**src/rtl/cos_pkg.sv**
```systemverilog
package cos_pkg;

  localparam int unsigned ADDR_W   = 2;
  localparam int unsigned CTRL_W   = 3;
  localparam int unsigned EDGE_BIT = 0;
  localparam int unsigned LVL_BIT  = 1;
  localparam int unsigned EN_BIT   = 2;

  typedef enum logic [ADDR_W-1:0] {
    REG_HIMASK = 2'd0,
    REG_LOMASK = 2'd1,
    REG_CTRL   = 2'd2,
    REG_STAT   = 2'd3
  } reg_sel_e;

  typedef enum logic [1:0] {
    MODE_OFF   = 2'd0,
    MODE_EDGE  = 2'd1,
    MODE_LEVEL = 2'd2
  } mode_e;

  function automatic mode_e decode_mode(input logic [CTRL_W-1:0] c);
    if (c[LVL_BIT])       return MODE_LEVEL;
    else if (c[EDGE_BIT]) return MODE_EDGE;
    else                  return MODE_OFF;
  endfunction

endpackage

```
**src/rtl/cos_sync.sv**
```systemverilog
module cos_sync #(
  parameter int W      = 16,
  parameter int STAGES = 2
) (
  input  logic         clk,
  input  logic         rst,
  input  logic [W-1:0] din,
  output logic [W-1:0] cur,
  output logic [W-1:0] prev
);

  logic [W-1:0] stage_q [STAGES];
  logic [W-1:0] prev_q;

  always_ff @(posedge clk) begin
    if (rst) begin
      for (int s = 0; s < STAGES; s++) stage_q[s] <= '0;
      prev_q <= '0;
    end else begin
      stage_q[0] <= din;
      for (int s = 1; s < STAGES; s++) stage_q[s] <= stage_q[s-1];
      prev_q <= stage_q[STAGES-1];
    end
  end

  assign cur  = stage_q[STAGES-1];
  assign prev = prev_q;

endmodule

```
**src/rtl/cos_detect.sv**
```systemverilog
module cos_detect
  import cos_pkg::*;
#(
  parameter int W = 16
) (
  input  logic         clk,
  input  logic         rst,
  input  mode_e        mode,
  input  logic [W-1:0] hi_mask,
  input  logic [W-1:0] lo_mask,
  input  logic [W-1:0] cur,
  input  logic [W-1:0] prev,
  output logic         fire
);

  logic [W-1:0] edge_hit;
  logic [W-1:0] lvl_ok;
  logic [W-1:0] moved;
  logic         armed_q;
  logic         any_sel;

  for (genvar i = 0; i < W; i++) begin : g_chan
    logic sel, rise, fall, meet;
    assign sel         = hi_mask[i] | lo_mask[i];
    assign rise        = cur[i] & ~prev[i];
    assign fall        = ~cur[i] & prev[i];
    assign meet        = (hi_mask[i] & cur[i]) | (lo_mask[i] & ~cur[i]);
    assign edge_hit[i] = (hi_mask[i] & rise) | (lo_mask[i] & fall);
    assign lvl_ok[i]   = meet | ~sel;
    assign moved[i]    = sel & (cur[i] ^ prev[i]);
  end

  assign any_sel = |(hi_mask | lo_mask);

  always_comb begin
    unique case (mode)
      MODE_EDGE:  fire = |edge_hit;
      MODE_LEVEL: fire = any_sel && (&lvl_ok) && armed_q;
      default:    fire = 1'b0;
    endcase
  end

  always_ff @(posedge clk) begin
    if (rst)                             armed_q <= 1'b1;
    else if (mode == MODE_LEVEL && fire) armed_q <= 1'b0;
    else if (|moved)                     armed_q <= 1'b1;
  end

endmodule

```
**src/rtl/cos_regs.sv**
```systemverilog
module cos_regs
  import cos_pkg::*;
#(
  parameter int W  = 16,
  parameter int DW = 32
) (
  input  logic              clk,
  input  logic              rst,
  input  logic              we,
  input  logic              re,
  input  logic [ADDR_W-1:0] addr,
  input  logic [DW-1:0]     wdata,
  input  logic [W-1:0]      cur,
  input  logic              fire,
  output logic [W-1:0]      hi_mask,
  output logic [W-1:0]      lo_mask,
  output logic [CTRL_W-1:0] ctrl,
  output logic              pending,
  output logic [DW-1:0]     rdata,
  output logic              irq
);

  localparam int PAD = DW - W;
  localparam int CPAD = DW - CTRL_W;

  reg_sel_e          sel;
  logic              stat_rd;
  logic              pend_nxt;
  logic [CTRL_W-1:0] ctrl_nxt;
  logic              unused_wbits;

  assign sel          = reg_sel_e'(addr);
  assign stat_rd      = re && (sel == REG_STAT);
  assign pend_nxt     = fire ? 1'b1 : (stat_rd ? 1'b0 : pending);
  assign ctrl_nxt     = (we && sel == REG_CTRL) ? wdata[CTRL_W-1:0] : ctrl;
  assign unused_wbits = ^wdata[DW-1:W];

  always_ff @(posedge clk) begin
    if (rst) begin
      hi_mask <= '0;
      lo_mask <= '0;
      ctrl    <= '0;
      pending <= 1'b0;
      irq     <= 1'b0;
      rdata   <= '0;
    end else begin
      if (we && sel == REG_HIMASK) hi_mask <= wdata[W-1:0];
      if (we && sel == REG_LOMASK) lo_mask <= wdata[W-1:0];
      ctrl    <= ctrl_nxt;
      pending <= pend_nxt;
      irq     <= pend_nxt & ctrl_nxt[EN_BIT];
      if (re) begin
        unique case (sel)
          REG_HIMASK: rdata <= {{PAD{1'b0}}, hi_mask};
          REG_LOMASK: rdata <= {{PAD{1'b0}}, lo_mask};
          REG_CTRL:   rdata <= {{CPAD{1'b0}}, ctrl};
          default:    rdata <= {{PAD{1'b0}}, cur};
        endcase
      end
    end
  end

endmodule

```
**src/rtl/cos_irq_ctrl.sv**
```systemverilog
module cos_irq_ctrl
  import cos_pkg::*;
#(
  parameter int N_IN        = 16,
  parameter int DW          = 32,
  parameter int SYNC_STAGES = 2
) (
  input  logic            clk,
  input  logic            rst,
  input  logic [N_IN-1:0] din,
  input  logic [1:0]      addr,
  input  logic            we,
  input  logic            re,
  input  logic [DW-1:0]   wdata,
  output logic [DW-1:0]   rdata,
  output logic            irq
);

  logic [N_IN-1:0]   cur_w;
  logic [N_IN-1:0]   prev_w;
  logic [N_IN-1:0]   hi_mask;
  logic [N_IN-1:0]   lo_mask;
  logic [CTRL_W-1:0] ctrl_q;
  logic              fire_w;
  logic              pending_w;
  mode_e             mode_w;

  assign mode_w = decode_mode(ctrl_q);

  cos_sync #(.W(N_IN), .STAGES(SYNC_STAGES)) u_sync (
    .clk  (clk),
    .rst  (rst),
    .din  (din),
    .cur  (cur_w),
    .prev (prev_w)
  );

  cos_detect #(.W(N_IN)) u_detect (
    .clk     (clk),
    .rst     (rst),
    .mode    (mode_w),
    .hi_mask (hi_mask),
    .lo_mask (lo_mask),
    .cur     (cur_w),
    .prev    (prev_w),
    .fire    (fire_w)
  );

  cos_regs #(.W(N_IN), .DW(DW)) u_regs (
    .clk     (clk),
    .rst     (rst),
    .we      (we),
    .re      (re),
    .addr    (addr),
    .wdata   (wdata),
    .cur     (cur_w),
    .fire    (fire_w),
    .hi_mask (hi_mask),
    .lo_mask (lo_mask),
    .ctrl    (ctrl_q),
    .pending (pending_w),
    .rdata   (rdata),
    .irq     (irq)
  );

endmodule

```
**config.mk**
```make
export PLATFORM = sky130hd
export DESIGN_NAME = cos_irq_ctrl
export DESIGN_NICKNAME = d
export VERILOG_FILES = /design/src/rtl/cos_pkg.sv /design/src/rtl/cos_sync.sv /design/src/rtl/cos_detect.sv /design/src/rtl/cos_regs.sv /design/src/rtl/cos_irq_ctrl.sv
export SDC_FILE = /design/constraint.sdc
export NUM_CORES = 1
export LEC_CHECK = 0
export ABC_AREA = 0
export BUFFER_PORTS_ARGS = -buffer_cell sky130_fd_sc_hd__buf_2
export CORE_AREA = 2 2 138 106
export CTS_CLUSTER_DIAMETER = 100
export DETAILED_ROUTE_END_ITERATION = 12
export DIE_AREA = 0 0 140 108
export PLACE_DENSITY_LB_ADDON = 0.05
export SLEW_MARGIN = 15
export SYNTH_ARGS = -nofsm -noshare
export SYNTH_HDL_FRONTEND = slang
export SYNTH_SLANG_ARGS = --single-unit
```
**constraint.sdc**
```tcl
create_clock -name clk -period 2.7 [get_ports clk]
set_input_delay 0.54 -clock clk [delete_from_list [all_inputs] [get_ports clk]]
set_output_delay 0.54 -clock clk [all_outputs]
set_load 0.02 [all_outputs]
```
==> run summary, run 1 <==
Status
• **result of the run** finished with violations
• **violations in the final reports** DRC

Synth
• **post-synthesis adder-cell area fraction** 0.0842
• **total standard cell area after synthesis** 4750 um2
• **cell with the most instances after synthesis** dfxtp_1
• **xor/xnor cell area share of the yosys netlist** 0
• **fraction of synthesized area in multiplexers** 0.0576
• **list of most frequent post-synthesis cells** 102 x dfxtp_1, 86 x nand2_1, 57 x nor2_1
• **Synth top area share** 0.429
• **average instance area after synthesis** 8.68 um2
• **simple-gate share of the synthesized area** 0.215
• **Distinct cells, synth** 36
• **total number of yosys warnings** 0
• **combinational family with the most area after synthesis** simple AND/OR/NAND/NOR gates
• **fraction of synthesis flops using an asynchronous set or reset pin** 0
• **sequential element share of the synthesized area** 0.429
• **number of flip-flops and latches in the synthesized netlist** 102
• **largest area contributor in the synthesized netlist** dfxtp_1
• **ranking of synthesized cells by area** dfxtp_1 43%, ha_1 8.4%, nand2_1 6.8%
• **predominant post-synthesis flop cell** dfxtp_1
• **Compound-Gate Fraction of Synth Area** 0.136
• **post-synthesis cell count** 548
• **number of enable flip-flop cells after synthesis** 0

Floorplanning
• **I/O pin total** 87
• **standard-cell row count** 37
• **starting density of the core** 0.348
• **area of the core region** 13700 um2
• **Die X-Extent** 140 um
• **die footprint** 15100 um2
• **vertical die dimension** 108 um

Global route
• **initial antenna violation count** 0
• **global-route wire length before repair** 20.2 mm
• **largest net degree at the start of global routing** 103
• **via count of the first global-routing pass** 3729
• **final global-route overflow total** 0
• **global router's overall resource usage** 0.173

Detailed routing
• **number of antenna-violating nets in the routed design** 0
• **1st-iter DRT viols** 272
• **wire per inst** 16.1 um
• **number of vias after detailed routing** 3882
• **final routed wirelength across all metal layers** 12.4 mm
• **Via-to-Cell Ratio** 5.03
• **DRC Markers** 4
• **number of iterations in the first detailed-routing pass** 11

Setup path
• **crit path DAT** 2360 ps
• **Critical Path Fanout Max** 5
• **Crit Path Class** reg -> reg
• **CP required** 2920 ps
• **critical path startpoint category** flop
• **endpoint kind of the worst setup timing path** flop

Layout
• **area used by multi-input combinational logic** 2400 um2
• **diode insertion count for antenna repair** 0
• **number of nets in the layout** 678
• **FF+latch area** 2040 um2
• **post-route non-filler standard cell count** 772
• **area growth from synthesis to final layout** 14.0%
• **fill cell total of the finished layout** 1414
• **layout cells sized above 1** 0.156

STA
• **actual slew at the worst max-slew pin** 731 ps
• **number of hold violations in the final report** 0
• **Fmax** 466 MHz
• **Setup TNS Final** 0 ps
• **Max transition margin** 0.513
• **Final Critical Period** 2150 ps
• **post-route fraction of the period consumed by the critical path** 0.795
• **Setup Viol. Count Final** 0
• **number of pins exceeding their max-slew limit in the final report** 0
• **final clock skew** 8.92 ps
• **setup repair after global routing missed its margin** no

CTS
• **insertion delay to the later sink of the worst-skew pair** 350 ps
• **post_cts resized** 0
• **maximum level of the CTS H-tree** 3
• **clock-pin slew on the worst setup and hold paths** 70 ps
• **CTS Sinks** 102
• **Post-CTS Setup Bufs** 0
• **number of buffers inserted for hold repair after clock tree synthesis** 0
• **cts bufs inserted** 9
• **maximum count of clock buffers along a single path** 2
• **CTS tree** built
• **Clock Root Buffer** clkbuf_16

Pwr
• **share of total power in the clock network** 0.416
• **total internal power** 2500 uW
• **worst vdd ir** 0.331 mV
• **ratio of total power to cell area** 613 nW/um2
• **share of total power in sequential cells** 0.489
• **net switching power** 821 uW
• **total power consumption of the routed design** 3320 uW
• **switching portion of total power** 0.247
• **cell leakage power** 0.00212 uW
• **logic gate share of total power** 0.096

Place
• **placed wire-length estimate** 9.02 mm
• **# placed instances** 756
• **count of buffers from port buffering** 54
• **global placement routability congestion** 0.819

Worst hold path
• **worst min-delay path category** in -> reg

Flow run
• **max cap viols** 0

[final timing paths]
kind	endpoint	slack, ps	cells past startpoint	start
hold / removal	u_sync.stage_q[0][9]	400	2	din[9]
setup / recovery	u_regs.irq	550	8	u_sync.stage_q[0][23]
setup reg to reg	u_regs.irq	550	8	u_sync.stage_q[0][23]
hold reg to reg	u_sync.stage_q[0][16]	440	1	u_sync.stage_q[0][0]
[placed cells by master (no fill, tap or decap), types with 7 or more instances in the layout]
cell       instances
ha_1              32
mux2_2            13
o22ai_1           14
nor2b_1           32
conb_1            16
dfxtp_1          102
a21oi_1           32
inv_1             32
a211oi_1          14
nor4_1             8
nand4_1            7
nand2_1           86
nand2b_1           8
buf_2             54
nor2_1            57
a22oi_1           29
clkbuf_16          9
[layer usage]
metal  share of wire  wire length [um]  global-route usage
met5               0                 0                   0
met1            0.50              6160               0.239
met4          0.0084               104              0.0390
met2            0.45              5620               0.284
met3           0.042               526              0.0323
[worst max-delay path: stages (launching register included)]
cell and delay, ps:
dfxtp_1 450, inv_1 90, ha_1 200, a22oi_1 370
nand4_1 140, nor4_1 330, o21ai_0 120, a31oi_1 240
nor3_1 70
[kinds of logic (layout without fill, tap and decap cells)]
| logic type | after synthesis | after routing |
|---|---|---|
| AO/OA/AOI/OAI | 101 | 101 |
| adder cells (fa/ha/maj) | 32 | 32 |
| buffers and inverters | 73 | 107 |
| flip-flops | 102 | 102 |
| multiplexers | 22 | 22 |
| other | 1 | 16 |
| AND/OR/NAND/NOR | 217 | 217 |
[power groups by stage]
stage	combinational (uW)	clock [uW]	sequential, uW
after global routing	358	1480	1630
after floorplan	227	0	1650
after global placement	318	0	1660
final	319	1380	1620
after detailed placement	319	0	1660
after CTS	320	1420	1620
[state kept, by name, indices dropped and copies added (netlist names)]
name / flops
u_sync.stage_q: 32
u_sync.prev: 16
u_regs.irq: 1
u_regs.ctrl: 3
u_detect.armed_q: 1
u_regs.pending: 1
u_regs.rdata: 16
u_regs.lo_mask: 16
u_regs.hi_mask: 16
[final cells by class]
type / count / share of cell area
Clock buffer: 10 / 0.0422
Sequential cell: 102 / 0.377
Clock inverter: 6 / 0.0159
Timing Repair Buffer: 59 / 0.0591
Multi-Input combinational cell: 388 / 0.444
Inverter: 32 / 0.0222
Tap cell: 175 / 0.0404
[metrics by stage]
| stage | setup slack (ps) | cell area [um2] | hold WS (ps) | utilization |
|---|---|---|---|---|
| 4_1_cts | 572 | 5420 | 392 | 0.397 |
| 5_1_grt | 375 | 5420 | 400 | 0.397 |
| 3_3_place_gp | 283 | 5110 | 430 | 0.374 |
| 3_5_place_dp | 300 | 5110 | 424 | 0.374 |
| 2_1_floorplan | 1160 | 4810 | 414 | - |
| 6_report | 555 | 5420 | 403 | 0.397 |
Power figures use the tool's default switching activity.
==> run 2, diff against run 1 <==
==> constraint.sdc (replaced) <==
create_clock -name clk -period 2.2 [get_ports clk]
set_input_delay 0.44 -clock clk [delete_from_list [all_inputs] [get_ports clk]]
set_output_delay 0.44 -clock clk [all_outputs]
set_load 0.02 [all_outputs]
==> run summary, run 2 (synthesis gave the netlist of run 1 again) <==
Status
• **result of the run** finished with violations
• **violations in the final reports** DRC

Place
• **count of buffers from port buffering** 54, unchanged
• **placed instance area** 5150 um2, +0.83%
• **# placed instances** 760, +0.53%
• **global placement routability congestion** 0.844, +3.1%
• **placed wire-length estimate** 9.48 mm, +5.2%

Floorplanning
• **area of the core region** 13700 um2, unchanged
• **I/O pin total** 87, unchanged
• **die footprint** 15100 um2, unchanged
• **vertical die dimension** 108 um, unchanged
• **starting density of the core** 0.348, unchanged
• **standard-cell row count** 37, unchanged
• **Die X-Extent** 140 um, unchanged

STA
• **number of hold violations in the final report** 0, unchanged
• **Fmax** 493 MHz, +5.8%
• **Max transition margin** 0.525, +0.0122
• **setup repair after global routing missed its margin** no
• **post-route fraction of the period consumed by the critical path** 0.922, +0.127
• **tightest hold margin** 301 ps, -102 ps
• **Setup Viol. Count Final** 0, unchanged
• **Final Critical Period** 2030 ps, -117 ps
• **final clock skew** 7.62 ps, -1.30 ps
• **number of pins exceeding their max-slew limit in the final report** 0, unchanged
• **actual slew at the worst max-slew pin** 712 ps, -18.3 ps
• **Setup TNS Final** 0 ps, unchanged

Layout
• **Layout Cell Area excl Fill** 5460 um2, +0.74%
• **layout cells sized above 1** 0.163, +0.00728
• **fill cell total of the finished layout** 1404, -0.71%
• **FF+latch area** 2040 um2, unchanged
• **largest register by flop count** u_sync.stage_q
• **number of nets in the layout** 682, +0.59%
• **area growth from synthesis to final layout** 14.9%
• **most common cell after layout, fill and taps aside** dfxtp_1
• **flip-flop count of the largest register, all copies and words added** 32, unchanged
• **diode insertion count for antenna repair** 0, unchanged
• **post-route non-filler standard cell count** 776, +0.52%
• **commonest non-fill, non-tap cells in the layout** 102 x dfxtp_1, 86 x nand2_1, 57 x nor2_1
• **area used by multi-input combinational logic** 2410 um2, +0.42%

Setup path
• **endpoint kind of the worst setup timing path** flop
• **Worst Reg-to-Reg Cells** 8, unchanged
• **Slowest-stage cell, CP** dfxtp_1
• **kind of cell with the highest combined delay on the critical path** compound AO/OA/AOI/OAI gates
• **series of cell instances along the critical path** inv_1, ha_1, a22oi_2, nand4_1, nor4_1, o21ai_0, a31oi_1, nor3_1
• **internal reg-to-reg setup slack** 170 ps, -380 ps
• **crit path DAT** 2240 ps, -120 ps
• **delay of the slowest cell on the worst path** 400 ps, -50 ps
• **Crit Path Class** reg -> reg
• **endpoint of the worst register-to-register path** u_regs.irq
• **Critical Path Fanout Max** 5, unchanged
• **critical path startpoint category** flop
• **start point of the critical path** u_sync.stage_q[0][23]
• **CP required** 2410 ps, -510 ps
• **Reg-to-Reg Start** u_sync.stage_q[0][23]
• **total buffers and inverters traversed by the critical path** 1, unchanged

Pwr
• **ratio of total power to cell area** 736 nW/um2, +20%
• **worst vdd ir** 0.376 mV, +14%
• **cell leakage power** 0.00214 uW, +0.88%

Worst hold path
• **hold wc startpoint** din[10]
• **Cells on Worst Hold Path** 2, unchanged
• **Hold Crit Endpoint** u_sync.stage_q[0][10]
• **worst min-delay path category** in -> reg

Global route
• **global-route wire length before repair** 20.9 mm, +3.2%
• **final global-route overflow total** 0, unchanged
• **global router's overall resource usage** 0.178, +0.00476
• **largest net degree at the start of global routing** 53, -49%
• **via count of the first global-routing pass** 3934, +5.5%
• **initial antenna violation count** 0, unchanged

CTS
• **post_cts resized** 0, unchanged
• **maximum count of clock buffers along a single path** 2, unchanged
• **cts bufs inserted** 9, unchanged
• **number of buffers inserted for hold repair after clock tree synthesis** 0, unchanged
• **maximum level of the CTS H-tree** 3, unchanged
• **clock-pin slew on the worst setup and hold paths** 70 ps, about the same
• **CTS Sinks** 102, unchanged
• **CTS tree** built
• **Post-CTS Setup Bufs** 0, unchanged
• **insertion delay to the later sink of the worst-skew pair** 340 ps, about the same
• **Clock Root Buffer** clkbuf_16

Detailed routing
• **number of antenna-violating nets in the routed design** 0, unchanged
• **wire per inst** 16.3 um, +1.2%
• **number of vias after detailed routing** 3816, -1.7%
• **DRC Markers** 3, -1
• **Via-to-Cell Ratio** 4.92, -2.2%
• **number of iterations in the first detailed-routing pass** 11, unchanged
• **1st-iter DRT viols** 269, -1.1%
• **final routed wirelength across all metal layers** 12.6 mm, +1.7%

Flow run
• **max cap viols** 0, unchanged

## run 2: cell types whose count changed in the layout (fill, tap and decap cells not counted), sizes merged
| cell | delta |
|---|---|
| clkinv | -2 |
| buf | +4 |
| clkbuf | +3 |
| bufinv | -1 |
## run 2: worst max-delay path by stage
stage                           to  slack, ps  depth (start not counted)
global route            u_regs.irq          9                          8
CTS                     u_regs.irq        110                          8
global placement        u_regs.irq        190                          8
detailed placement      u_regs.irq        120                          8
floorplan           u_regs.pending        660                          8
finish                  u_regs.irq        170                          8
## run 2: stage by stage
step,util,setup WS (ps),power [uW]
floorplan,-,659,2300
global route,0.400,8.82,4220
finish,0.400,172,4020
CTS,0.399,110,4090
detailed placement,0.377,121,2440
global placement,0.377,188,2430
## run 2: routing by layer
metal,up-vias,track usage,share of wire
met2,71,0.292,0.47
met4,0,0.0447,0.0028
met1,1821,0.239,0.49
li1,1922,-,-
met5,-,0,0
met3,2,0.0407,0.041
## run 2: area by class of cell
| type | count | area share |
|---|---|---|
| Clock inverter | 3 | 0.00779 |
| Inverter | 32 | 0.0220 |
| Sequential cell | 102 | 0.374 |
| Timing Repair Buffer | 63 | 0.0664 |
| Clock buffer | 13 | 0.0477 |
| Tap cell | 175 | 0.0401 |
| Multi-Input combinational cell | 388 | 0.442 |
## run 2: report_power, final
part,switching (uW),internal [uW],total [uW]
registers,71.2,1920,1990
logic,240,162,402
clock network,683,944,1630
total,994,3020,4020
